### config.mk
export PLATFORM = sky130hd
export DESIGN_NAME = xstack_pointer
export DESIGN_NICKNAME = d
export VERILOG_FILES = /design/src/rtl/sp_pkg.sv /design/src/rtl/xsp_step.sv /design/src/rtl/xsp_sfr_port.sv /design/src/rtl/xsp_map.sv /design/src/rtl/xstack_pointer.sv
export SDC_FILE = /design/constraint.sdc
export NUM_CORES = 1
export LEC_CHECK = 0
export BUFFER_PORTS_ARGS = -buffer_cell sky130_fd_sc_hd__buf_2
export CORE_UTILIZATION = 57
export DETAILED_ROUTE_END_ITERATION = 8
export GPL_TIMING_DRIVEN = 1
export PLACE_DENSITY = 0.86
export REMOVE_ABC_BUFFERS = 1
export SYNTH_ARGS = -nofsm -noshare
export SYNTH_HDL_FRONTEND = slang
export SYNTH_HIERARCHICAL = 1
export SYNTH_SLANG_ARGS = --single-unit
### constraint.sdc
create_clock -name clk -period 2.85 [get_ports clk]
set_input_delay 0.4275 -clock clk [delete_from_list [all_inputs] [get_ports clk]]
set_output_delay 0.4275 -clock clk [all_outputs]
set_load 0.005 [all_outputs]
### src/rtl/sp_pkg.sv
package sp_pkg;
  localparam int PTR_W = 11;
  localparam int LO_W  = 8;
  localparam int HI_W  = PTR_W - LO_W;
  localparam int ADR_W = 8;

  localparam logic [ADR_W-1:0] SFR_SP_LO = 8'h81;
  localparam logic [ADR_W-1:0] SFR_SP_HI = 8'hB7;
  localparam logic [LO_W-1:0]  SP_RST    = 8'h07;

  typedef enum logic [1:0] {
    OP_HOLD = 2'd0,
    OP_INC  = 2'd1,
    OP_DEC  = 2'd2
  } sp_op_e;
endpackage

### src/rtl/xsp_step.sv
// Next pointer value for a push or pop in either mode.
module xsp_step #(
  parameter int PTR_W = 11,
  parameter int LO_W  = 8
) (
  input  logic [PTR_W-1:0] cur,
  input  sp_pkg::sp_op_e   op,
  input  logic             ext,
  output logic [PTR_W-1:0] nxt
);
  localparam logic [PTR_W-1:0] ONE_F = {{(PTR_W-1){1'b0}}, 1'b1};
  localparam logic [LO_W-1:0]  ONE_L = {{(LO_W-1){1'b0}}, 1'b1};

  logic [PTR_W-1:0] full_inc, full_dec;
  logic [LO_W-1:0]  lo_inc, lo_dec;

  assign full_inc = cur + ONE_F;
  assign full_dec = cur - ONE_F;
  assign lo_inc   = cur[LO_W-1:0] + ONE_L;
  assign lo_dec   = cur[LO_W-1:0] - ONE_L;

  always_comb begin
    case (op)
      sp_pkg::OP_INC: nxt = ext ? full_inc : {cur[PTR_W-1:LO_W], lo_inc};
      sp_pkg::OP_DEC: nxt = ext ? full_dec : {cur[PTR_W-1:LO_W], lo_dec};
      default:        nxt = cur;
    endcase
  end
endmodule

### src/rtl/xsp_sfr_port.sv
// SFR decode for the two pointer registers and their readback.
module xsp_sfr_port #(
  parameter int PTR_W = 11,
  parameter int LO_W  = 8,
  parameter int ADR_W = 8
) (
  input  logic             wr,
  input  logic [ADR_W-1:0] addr,
  input  logic [PTR_W-1:0] cur,
  output logic             wr_lo,
  output logic             wr_hi,
  output logic [LO_W-1:0]  rdata
);
  localparam int HI_W = PTR_W - LO_W;

  logic hit_lo, hit_hi;

  assign hit_lo = (addr == sp_pkg::SFR_SP_LO);
  assign hit_hi = (addr == sp_pkg::SFR_SP_HI);
  assign wr_lo  = wr && hit_lo;
  assign wr_hi  = wr && hit_hi;

  always_comb begin
    if (hit_lo)
      rdata = cur[LO_W-1:0];
    else if (hit_hi)
      rdata = {{(LO_W-HI_W){1'b0}}, cur[PTR_W-1:LO_W]};
    else
      rdata = '0;
  end
endmodule

### src/rtl/xsp_map.sv
// Maps the stored pointer to a stack location and a memory select.
module xsp_map #(
  parameter int PTR_W = 11,
  parameter int LO_W  = 8
) (
  input  logic [PTR_W-1:0] cur,
  input  logic             ext,
  output logic [PTR_W-1:0] addr,
  output logic             in_xram
);
  localparam int HI_W = PTR_W - LO_W;

  always_comb begin
    if (ext) begin
      addr    = cur;
      in_xram = |cur[PTR_W-1:LO_W];
    end else begin
      addr    = {{HI_W{1'b0}}, cur[LO_W-1:0]};
      in_xram = 1'b0;
    end
  end
endmodule

### src/rtl/xstack_pointer.sv
module xstack_pointer #(
  parameter int PTR_W = sp_pkg::PTR_W,
  parameter int LO_W  = sp_pkg::LO_W,
  parameter int ADR_W = sp_pkg::ADR_W
) (
  input  logic             clk,
  input  logic             rst_n,
  input  logic             ext_mode,
  input  logic             push,
  input  logic             pop,
  input  logic             sfr_wr,
  input  logic [ADR_W-1:0] sfr_addr,
  input  logic [LO_W-1:0]  sfr_wdata,
  output logic [LO_W-1:0]  sfr_rdata,
  output logic [PTR_W-1:0] stk_addr,
  output logic             stk_in_xram
);
  localparam int HI_W = PTR_W - LO_W;
  localparam logic [PTR_W-1:0] PTR_RST = {{HI_W{1'b0}}, sp_pkg::SP_RST};

  // reset: asserted asynchronously, released on a clock edge
  logic [1:0] rst_pipe;
  logic       rst_s;

  always_ff @(posedge clk or negedge rst_n) begin
    if (!rst_n) rst_pipe <= 2'b00;
    else        rst_pipe <= {rst_pipe[0], 1'b1};
  end
  assign rst_s = rst_pipe[1];

  logic [PTR_W-1:0] ptr_q, ptr_d, step_nxt;
  logic             ptr_en, wr_lo, wr_hi;
  sp_pkg::sp_op_e   op;

  always_comb begin
    if (push && !pop)      op = sp_pkg::OP_INC;
    else if (pop && !push) op = sp_pkg::OP_DEC;
    else                   op = sp_pkg::OP_HOLD;
  end

  xsp_step #(.PTR_W(PTR_W), .LO_W(LO_W)) u_step (
    .cur (ptr_q),
    .op  (op),
    .ext (ext_mode),
    .nxt (step_nxt)
  );

  xsp_sfr_port #(.PTR_W(PTR_W), .LO_W(LO_W), .ADR_W(ADR_W)) u_sfr (
    .wr    (sfr_wr),
    .addr  (sfr_addr),
    .cur   (ptr_q),
    .wr_lo (wr_lo),
    .wr_hi (wr_hi),
    .rdata (sfr_rdata)
  );

  xsp_map #(.PTR_W(PTR_W), .LO_W(LO_W)) u_map (
    .cur     (ptr_q),
    .ext     (ext_mode),
    .addr    (stk_addr),
    .in_xram (stk_in_xram)
  );

  // next state: SFR write outranks push/pop
  always_comb begin
    ptr_d = ptr_q;
    if (wr_lo)
      ptr_d[LO_W-1:0] = sfr_wdata;
    else if (wr_hi)
      ptr_d[PTR_W-1:LO_W] = sfr_wdata[HI_W-1:0];
    else
      ptr_d = step_nxt;
  end

  assign ptr_en = wr_lo || wr_hi || (op != sp_pkg::OP_HOLD);

  always_ff @(posedge clk or negedge rst_s) begin
    if (!rst_s)      ptr_q <= PTR_RST;
    else if (ptr_en) ptr_q <= ptr_d;
  end
endmodule

# ---- After elaboration in Yosys (flattened, before gate mapping)
# Cells that the tools add are included.
dict set report op_classes {
  addsub 4
  n_eq_ne 7
  mux 12
  bitwise 1
  reduce_logical 14
}
# op n
set ops {}
lappend ops {{$mux 11} 3}
lappend ops {{$mux 8} 3}
lappend ops {{$pmux 11 s2} 1}
lappend ops {{$eq 8x8->1 const B} 2}
lappend ops {{$add 11x1->11 const B} 1}
lappend ops {{$sub 11x1->11 const B} 1}
lappend ops {{$add 8x1->8 const B} 1}
lappend ops {{$sub 8x1->8 const B} 1}
lappend ops {{$mux 3} 2}
lappend ops {{$ne 3x3->1 const B} 2}
lappend ops {{$reduce_bool 3->1} 2}
lappend ops {{$reduce_and 5->1} 1}
lappend ops {{$logic_and 1x1->1} 4}
lappend ops {{$mux 2} 2}
lappend ops {{$reduce_and 3->1} 1}
lappend ops {{$reduce_or 3->1} 1}
lappend ops {{$eq 2x1->1 const B} 1}
lappend ops {{$eq 2x2->1 const B} 1}
lappend ops {{$logic_not 1->1} 2}
lappend ops {{$logic_or 1x1->1} 2}
lappend ops {{$ne 2x2->1 const B} 1}
lappend ops {{$reduce_bool 2->1} 1}
lappend ops {{$mux 1} 1}
lappend ops {{$not 1->1} 1}
dict set report word_totals {
  reg_bits 13
  input_bits 22
  output_inout_bits 20
  wordCells 41
}

# ---- Logic depth before layout (Yosys ltp)
# Gate-level depths: netlist of the first run.
dict set report logic_depth {
  ltp_word 8
  ltp_mapped 11
  ltp_nobuf 10
}

# ---- Hierarchy
# The synthesis of the first run kept the hierarchy.
# module n_inst cells_per_inst area_each_um2 seq_area_each_um2
set by_module_without_submodules {}
lappend by_module_without_submodules {xsp_step 1 97 651.9 0.0}
lappend by_module_without_submodules {xstack_pointer 1 59 630.6 329.1}
lappend by_module_without_submodules {xsp_sfr_port 1 19 147.6 0.0}
lappend by_module_without_submodules {xsp_map 1 12 88.8 0.0}

# ---- Worst setup path before layout of the first run
# OpenSTA, ideal clock, no wires.
dict set report synth_path {
  kind {register to register}
  from {register ptr_q[1]}
  to {register ptr_q[10]}
  setup_ns 0.121
  arrival_ns 2.176
  required_time_ns 2.729
  slack_ns 0.553
  stages_incl_launch_ff 11
  path_buffers 1
  synth_period_minus_slack_ns 2.297
  cell_sequence {dfstp_2 -> clkbuf_1 -> inv_1 -> ha_1 -> or4b_4 -> nor4_4 -> mux2i_1 -> o221ai_2 -> nor3_1 -> a21oi_1 -> o22a_1}
}
dict set report synth_via {
  elab_chain_len 4
  word_cells_on_any_way 6
  cone_classes {add/sub: 2; mux: 4}
}
# item line_no
set synth_rtl {}
lappend synth_rtl {{start, declared} xstack_pointer.sv:31} ;# logic [PTR_W-1:0] ptr_q, ptr_d, step_nxt;
lappend synth_rtl {{start signal, assigned} xstack_pointer.sv:79} ;# else if (ptr_en) ptr_q <= ptr_d;
lappend synth_rtl {{$sub 11x1->11 / $add 11x1->11 (equally long branches)} {xsp_step.sv:18, xsp_step.sv:17}}
lappend synth_rtl {{$mux 11, on equally long branches} {xsp_step.sv:25, xsp_step.sv:24}}
lappend synth_rtl {{$pmux 11 s2 *} xsp_step.sv:23} ;# case (op)
lappend synth_rtl {{via step_nxt[10]} xstack_pointer.sv:31}
lappend synth_rtl {{$mux 3 *} xstack_pointer.sv:69} ;# else if (wr_hi)
# The timed path passes the listed nets; every way through them passes the cells marked *. The select of a mux whose other input is x is not followed.
# A chain may end at the register's enable or synchronous reset.

# ---- Final worst setup path of the first run
dict set report layout_path {
  from {register ptr_q[0]}
  to {register ptr_q[10]}
}
# The elaborated chain is that of the path after synthesis.

==> results.yml, run 1 <==
status:
  status: "finished clean"
global_routing:
  grtUsageTotal: 0.288
  grt_max_degree: 21
  grt_pass1_wl_um: 6020
  grt-ovfl-total: 0
  antenna_found_initial: 0
  grt_pass1_vias: 1288
routing:
  drt_iter0_drc: 82
  num_vias: 1523
  routedWlPerCell_um: 14.9
  ant_nets: 0
  drt_pre_antenna_iters: 5
  finalWirelength_um: 3720
  remaining_drc_errors: 0
  vias_per_cell: 6.12
sta:
  finalHoldViolCount: 0
  fin_crit_sh: 0.840
  min_period_ns: 2.39
  fmax_ghz: 0.418
  finalSetupTns_ns: 0
  setup_viol: 0
  tightest_slew_ns: 0.567
  holdWs_ns: 0.172
  final.setup_skew_ns: 0.00427
  relSlewSlack: 0.622
  rsz0062_at_grt: "false"
  slew_viol_final: 0
logic_synthesis:
  synth.avg_cell_area_sq_um: 8.12
  synth_area_leaders: "dfrtp_1, mux2i_1, dfstp_2"
  synthCells: 187
  syn_area_sq_um: 1520
  yosysMostFrequentCell: "nand2_1"
  yosys-top-cells-count: "nand2_1, inv_1, mux2i_1"
  synth.largest_area_cell: "dfrtp_1"
  synth_cell_types: 49
  synth_seq_cells: 13
  synth_ff_type: "dfrtp_1"
  synth_seq_area_share: 0.217
  synth-edff-count: 0
  ys_warn_count: 6
  synth_top_area_frac: 0.165
  async_flop_share: 1.00
pwr:
  leakage_uw: 0.000762
  peakVddDrop_mv: 0.549
  power_density_nw_per_um2: 699
clock_tree:
  cts_setup_buffers: 0
  clkLatencyLatePin_ns: 0.28
  cts_buffers: 3
  root_buffer: "clkbuf_4"
  clock_sink_count: 13
  h-tree-depth: 1
  clk_pin_slew_ns: 0.08
  cts_tree: "done"
  cts_buffer_depth: 2
worst_setup_path:
  cp-start-kind: "register"
  path_cells: "inv_1 -> ha_1 -> or4b_4 -> nor4_4 -> mux2i_1 -> o221ai_2 -> nor3_1 -> a21oi_1 -> o22a_1"
  cp_data_arrival_time_ns: 2.56
  crit_fanout: 11
  cp-end-kind: "register"
  worstSetupPathDepth: 9
  crit_slowest_cell: "or4b_4"
  r2r_setup_slack_ns: 0.46
  cp.required_ns: 3.02
  max_stage_delay_ns: 0.52
  worstReg2RegEnd: "ptr_q[10]"
  critPathBufInv: 1
  reg2regPathDepth: 9
  crit_family: "simple AND/OR/NAND/NOR gates"
  criticalPathCategory: "register to register"
  regToRegStartpoint: "ptr_q[0]"
floorplan:
  num_rows: 18
  die_area_sq_um: 2880
  start_util: 0.608
  die_x_um: 53.6
  ios: 42
  core_area_sq_um: 2500
  die_y_um: 53.6
place:
  portBuffers: 41
  place_hpwl_um: 2790
  gp_congestion: 0.909
flow_run:
  maxCapViolCount: 0
final_layout:
  n_antenna_cell: 0
  nets: 248
  drive_gt1_frac: 0.288
  syn_to_final_growth_pct: 12.7
worst_hold_path:
  worstHoldPathType: "register to async pin"
==> repair_timing <==
item                      in CTS  in global routing
hold endpoints to repair       2                  0
hold buffers                   1                  0
gates resized for setup        0                  0
==> sequential cells by signal, summed over array words and instances (netlist names) <==
| name | cells |
|---|---|
| rst_pipe | 2 |
| ptr_q | 11 |
==> cells in the final DEF (no fill, tap or decap), drive strengths merged, types with 2 or more instances in the layout <==
cell    count
and2        8
nand2      18
o221ai      3
ha          6
o21ai      14
o22ai       3
a22oi       4
dfrtp      10
nor3        7
a21oi       5
a22o        2
buf        45
or3         2
nor4        7
inv        16
nand3       5
a221o       2
o31ai       4
mux2i      15
nor2       14
o22a        3
or4b        2
clkbuf      4
dfstp       3
==> through the flow <==
step	utilization	worst slack (ns)	instances	instance area (sq um)	total power, uW
after global placement	0.670	0.487	244	1680	1060
after detailed placement	0.670	0.434	244	1680	1070
after floorplan	-	0.309	169	1400	847
final	0.685	0.456	249	1710	1200
after CTS	0.685	0.459	249	1710	1190
after global routing	0.685	0.329	249	1710	1280
==> power breakdown <==
group          switching [uW]  internal, uW  total, uW
logic                     325           303        628
registers                 193           263        455
clock network            58.8          54.3        113
==> final cells by class <==
type                       count  area (sq um)
fill                         215           788
inverter                      16          60.1
clock buffer                   4          26.3
multi-input combinational    140          1010
tap                           30          37.5
sequential                    13           329
timing repair buffer          46           245
==> layer usage <==
layer,up-vias,routed length [um],track usage
met5,-,0,0
met4,0,63,0.0965
met3,6,221,0.0282
met2,63,1730,0.446
met1,714,1700,0.416
li1,740,-,-
==> how the worst max path moves through the flow <==
stage / slack (ns) / from / to
after floorplan: 0.31 / sfr_addr[1] / ptr_q[8]
after global placement: 0.49 / pop / ptr_q[10]
after detailed placement: 0.43 / pop / ptr_q[10]
after CTS: 0.46 / ptr_q[0] / ptr_q[10]
after global routing: 0.33 / ptr_q[0] / ptr_q[10]
final: 0.46 / ptr_q[0] / ptr_q[10]
==> cells by family (layout without fill, tap and decap cells) <==
family,Yosys count,after routing,share of synthesized area
AOI/OAI and AO/OA,47,47,0.215
adders and majority gates,6,6,0.0494
buffers and inverters,34,66,0.119
other,1,1,0.00247
and+or+nand+nor,71,71,0.298
muxes,15,15,0.0988
DFF,13,13,0.217
No activity file was read; power rests on OpenSTA's default activity.
==> run 2: changes to the inputs <==
Settings changed: CORE_UTILIZATION 57 to 48, PLACE_DENSITY 0.86 to 0.77.
Clock period 2.85 ns to 2.15 ns, I/O delays scaled along.
==> run 2 against run 1 <==
Net effect: the flow now finishes with violations (negative setup slack); clock power increased by 41%; maximum frequency increased by 7.6%; combinational power increased by 110%; flip-flop and latch count unchanged; sequential power increased by 3%; sequential share of layout area decreased by 2.5 points; first-iteration DRC count decreased by 2.4%; via count increased by 7.9%; wire length increased by 12%; setup slack got worse by 0.53 ns; clock-buffer cell count decreased by 1; hold slack improved by 0.037 ns; critical path type unchanged.
==> results.yml, run 2 (synthesized netlist as in run 1, its figures left out) <==
worst_hold_path:
  worstHoldPathType: "register to async pin"
place:
  place_hpwl_um: 3130
  portBuffers: 41
  placedCellCount: 280
  placed_area_sq_um: 1870
  place_ws_ns: -0.0543
  gp_congestion: 0.854
clock_tree:
  cts_buffers: 3
  cts_tree: "done"
  root_buffer: "clkbuf_4"
  clock_sink_count: 13
  h-tree-depth: 1
  clk_pin_slew_ns: 0.09
  cts_buffer_depth: 2
  clkLatencyLatePin_ns: 0.29
floorplan:
  num_rows: 20
  die_y_um: 58.3
  start_util: 0.502
  core_area_sq_um: 3030
  ios: 42
  die_area_sq_um: 3390
  die_x_um: 58.3
final_layout:
  final_area_sq_um: 1970
  seqCellArea_sq_um: 329
  n_antenna_cell: 0
  largest_register_ffs: 11
  fillCellCount: 271
  multiInputGateArea_sq_um: 1050
  reg.largest.list: "ptr_q: 11 flops, rst_pipe: 2 flops"
  final_common_cell: "buf_2"
  nets: 273
  post-route-util: 0.650
  instances_no_fill: 288
  syn_to_final_growth_pct: 29.7
  drive_gt1_frac: 0.389
  mostFrequentLayoutCells: "buf_2, buf_4, nand2_1"
  largest-register: "ptr_q"
pwr:
  leakage_uw: 0.000900
  peakVddDrop_mv: 0.598
  power_density_nw_per_um2: 981
routing:
  remaining_drc_errors: 0
  finalWirelength_um: 4180
  drt_pre_antenna_iters: 5
  vias_per_cell: 5.71
  ant_nets: 0
  drt_iter0_drc: 80
  routedWlPerCell_um: 14.5
  num_vias: 1644
status:
  violations: "negative setup slack"
  status: "finished with violations"
sta:
  tightest_slew_ns: 0.497
  relSlewSlack: 0.666
  rsz0062_at_grt: "true"
  fin_crit_sh: 1.04
  fmax_ghz: 0.449
  setup_viol: 2
  finalSetupTns_ns: -0.0858
  worst_slack_ns: -0.0757
  min_period_ns: 2.23
  slew_viol_final: 0
  final.setup_skew_ns: 0.00732
  finalHoldViolCount: 0
flow_run:
  maxCapViolCount: 0
global_routing:
  antenna_found_initial: 0
  grtUsageTotal: 0.248
  grt_max_degree: 13
  grt_pass1_wl_um: 6530
  grt_pass1_vias: 1433
  grt-ovfl-total: 0
worst_setup_path:
  cp_data_arrival_time_ns: 2.41
  criticalPathCategory: "register to register"
  cp-start-kind: "register"
  crit_fanout: 3
  cp.required_ns: 2.33
  cp-end-kind: "register"
-- run 2: worst paths after layout --
check / slack [ns] / to / start / cells after the start
hold / removal: 0.21 / ptr_q[8] / rst_pipe[1] / 0
max in group asynchronous: 1.59 / ptr_q[1] / rst_pipe[1] / 0
setup / recovery: -0.08 / ptr_q[10] / ptr_q[1] / 9
setup reg to reg: -0.08 / ptr_q[10] / ptr_q[1] / 9
min in group clk: 0.24 / ptr_q[1] / sfr_wdata[1] / 3
hold reg to reg: 0.21 / ptr_q[8] / rst_pipe[1] / 0
-- run 2: timing repair --
action | 4_1_cts | 5_1_grt
resized for setup | 1 | 8
hold buffers | 1 | 0
pin swaps | 1 | 5
setup buffers | 0 | 3
endpoints found under the setup margin | 2 | 3
cloned | 0 | 0
hold endpoints to repair | 2 | 0
-- run 2: through the flow --
step	power (uW)	hold slack (ns)
2_1_floorplan	1120	0.0269
3_3_place_gp	1590	0.108
3_5_place_dp	1620	0.111
4_1_cts	1790	0.221
5_1_grt	2060	0.246
6_report	1930	0.209
-- run 2: layer usage --
metal | vias up | track usage | part of all wire
met1 | 763 | 0.311 | 0.42
met5 | - | 0 | 0
li1 | 793 | - | -
met2 | 68 | 0.414 | 0.49
met3 | 20 | 0.0469 | 0.068
met4 | 0 | 0.109 | 0.026
-- run 2: final cells by class --
cell class                      count  share of cell area
Clock inverter                      1             0.00254
Sequential cell                    13               0.167
Clock buffer                        3              0.0114
Multi-Input combinational cell    140               0.532
Timing Repair Buffer               71               0.228
Tap cell                           44              0.0280
Inverter                           16              0.0305
-- run 2: where the power goes --
| part | leakage, uW | internal [uW] | switching [uW] | total, uW |
|---|---|---|---|---|
| sequential | 0.000154 | 347 | 121 | 468 |
| combinational | 0.000728 | 656 | 649 | 1300 |
| clock | 0.0000177 | 69.2 | 89.5 | 159 |
-- run 2: critical path, cell delays in order, from the launching register on --
cell and delay (ns):
dfstp_2 0.39, inv_1 0.09, ha_4 0.13, or4b_4 0.49, nor4_4 0.25, mux2i_1 0.28, o221ai_2 0.13, nor3_2 0.13
a21oi_2 0.04, o22a_1 0.19
==> run 3: changes to the inputs <==
Settings changed: RECOVER_POWER from default to 50.
==> run 3 against run 2 <==
Net effect: the run still ends with negative setup slack left; sequential share of layout area is 0.14 points higher; combinational power about the same; critical path depth unchanged; clock-buffer cell count unchanged; power shrank 1.6%; maximum frequency is 0.49% lower; setup slack worse by 0.011 ns; hold slack better by 0.0050 ns; critical endpoint unchanged; largest power group unchanged.
==> results.yml, run 3 (synthesized netlist as in run 1, its figures left out) <==
routing:
  drt_pre_antenna_iters: 4
  finalWirelength_um: 4170
  remaining_drc_errors: 0
  num_vias: 1677
  drt_iter0_drc: 91
  routedWlPerCell_um: 14.5
  ant_nets: 0
  vias_per_cell: 5.82
sta:
  worst_slack_ns: -0.0866
  slew_viol_final: 0
  fmax_ghz: 0.447
  tightest_slew_ns: 0.500
  holdWs_ns: 0.214
  final.setup_skew_ns: 0.00592
  rsz0062_at_grt: "true"
  finalHoldViolCount: 0
  fin_crit_sh: 1.04
  setup_viol: 2
  relSlewSlack: 0.663
  min_period_ns: 2.24
clock_tree:
  clkLatencyLatePin_ns: 0.29
  root_buffer: "clkbuf_4"
  cts_buffer_depth: 2
  h-tree-depth: 1
  cts_buffers: 3
  clock_sink_count: 13
  cts_tree: "done"
  clk_pin_slew_ns: 0.09
worst_setup_path:
  criticalPathCategory: "register to register"
  cp_data_arrival_time_ns: 2.42
  startpoint: "ptr_q[1]"
  r2r_setup_slack_ns: -0.09
  max_stage_delay_ns: 0.49
  critPathCapture: "ptr_q[10]"
  reg2regPathDepth: 9
  crit_slowest_cell: "or4b_4"
  regToRegStartpoint: "ptr_q[1]"
  worstReg2RegEnd: "ptr_q[10]"
  crit_fanout: 3
  path_cells: "inv_1 -> ha_4 -> or4b_4 -> nor4_4 -> mux2i_1 -> o221ai_2 -> nor3_2 -> a21oi_2 -> o22a_1"
  cp-start-kind: "register"
  cp.required_ns: 2.33
  cp-end-kind: "register"
final_layout:
  drive_gt1_frac: 0.369
  n_antenna_cell: 0
  largest_register_ffs: 11
  mostFrequentLayoutCells: "buf_2, buf_4, nand2_1"
  syn_to_final_growth_pct: 28.6
  reg.largest.list: "ptr_q: 11 flops, rst_pipe: 2 flops"
  final_common_cell: "buf_2"
  nets: 273
  largest-register: "ptr_q"
pwr:
  peakVddDrop_mv: 0.597
  clkPwrFrac: 0.084
  swShare: 0.451
  pwr-share-comb: 0.669
  leakage_uw: 0.000881
  power.switching_uw: 858
  power_density_nw_per_um2: 973
  p_int_uw: 1040
  fin_total_pwr_uw: 1900
  pwr-share-seq: 0.247
worst_hold_path:
  worstHoldPathType: "register to async pin"
floorplan:
  die_area_sq_um: 3390
  die_x_um: 58.3
  num_rows: 20
  die_y_um: 58.3
  ios: 42
  core_area_sq_um: 3030
  start_util: 0.502
global_routing:
  grt_pass1_wl_um: 6530
  grtUsageTotal: 0.248
  grt_max_degree: 13
  antenna_found_initial: 0
  grt_pass1_vias: 1433
  grt-ovfl-total: 0
status:
  violations: "negative setup slack"
  status: "finished with violations"
flow_run:
  maxCapViolCount: 0
place:
  place_ws_ns: -0.0543
  gp_congestion: 0.854
  place_hpwl_um: 3130
  portBuffers: 41
run 3: cell count changes in the layout (fill, tap and decap cells not counted):
| cell | delta |
|---|---|
| buf_2 | -1 |
| buf_4 | -4 |
| clkbuf_1 | +5 |
run 3: metrics by stage:
step	TNS [ns]	instance area (sq um)	utilization	std cells
after floorplan	-1.28	1400	-	169
after global placement	0	1870	0.618	280
after detailed placement	-0.0551	1870	0.618	280
after CTS	-0.0169	1910	0.631	285
after global routing	-0.237	1950	0.645	288
final	-0.0973	1950	0.645	288
run 3: area by class of cell:
| class | instances | area (sq um) |
|---|---|---|
| fillers | 273 | 1070 |
| multi-input cells | 140 | 1050 |
| repair buffers | 71 | 433 |
| flip-flops and latches | 13 | 329 |
| inverters | 16 | 60.1 |
| well taps | 44 | 55.1 |
| clock buffers | 3 | 22.5 |
| clock inverters | 1 | 5.00 |
run 3: power groups by stage:
stage | Sequential (uW) | Combinational (uW) | Clock [uW]
2_1_floorplan | 540 | 583 | 0
3_3_place_gp | 465 | 1130 | 0
3_5_place_dp | 471 | 1150 | 0
4_1_cts | 466 | 1160 | 162
5_1_grt | 478 | 1380 | 172
6_report | 469 | 1270 | 160
run 3: per-layer routing:
layer / track usage / share of wire / up-vias
met4: 0.109 / 0.023 / 0
li1: - / - / 794
met5: 0 / 0 / -
met3: 0.0469 / 0.064 / 15
met1: 0.311 / 0.42 / 789
met2: 0.414 / 0.49 / 79
run 3: worst min path at each step:
stage	to
floorplan	rst_pipe[0]
global placement	rst_pipe[1]
detailed placement	rst_pipe[0]
CTS	ptr_q[9]
global route	ptr_q[10]
finish	ptr_q[8]
run 3: repair_timing:
| action | in CTS | in global routing |
|---|---|---|
| pin swaps | 1 | 5 |
| hold endpoints to repair | 2 | 0 |
| hold buffers | 1 | 0 |
| setup endpoints to repair | 2 | 3 |
| resized for setup | 1 | 8 |
| buffers inserted | 0 | 3 |
run 3: critical path: cells and delay by family, from the launching register on:
family,cells,cell delay (ns)
mux,1,0.28
simple gates,3,0.87
compound gates,3,0.37
flops,1,0.39
buf+inv,1,0.09
fa+ha+maj,1,0.13
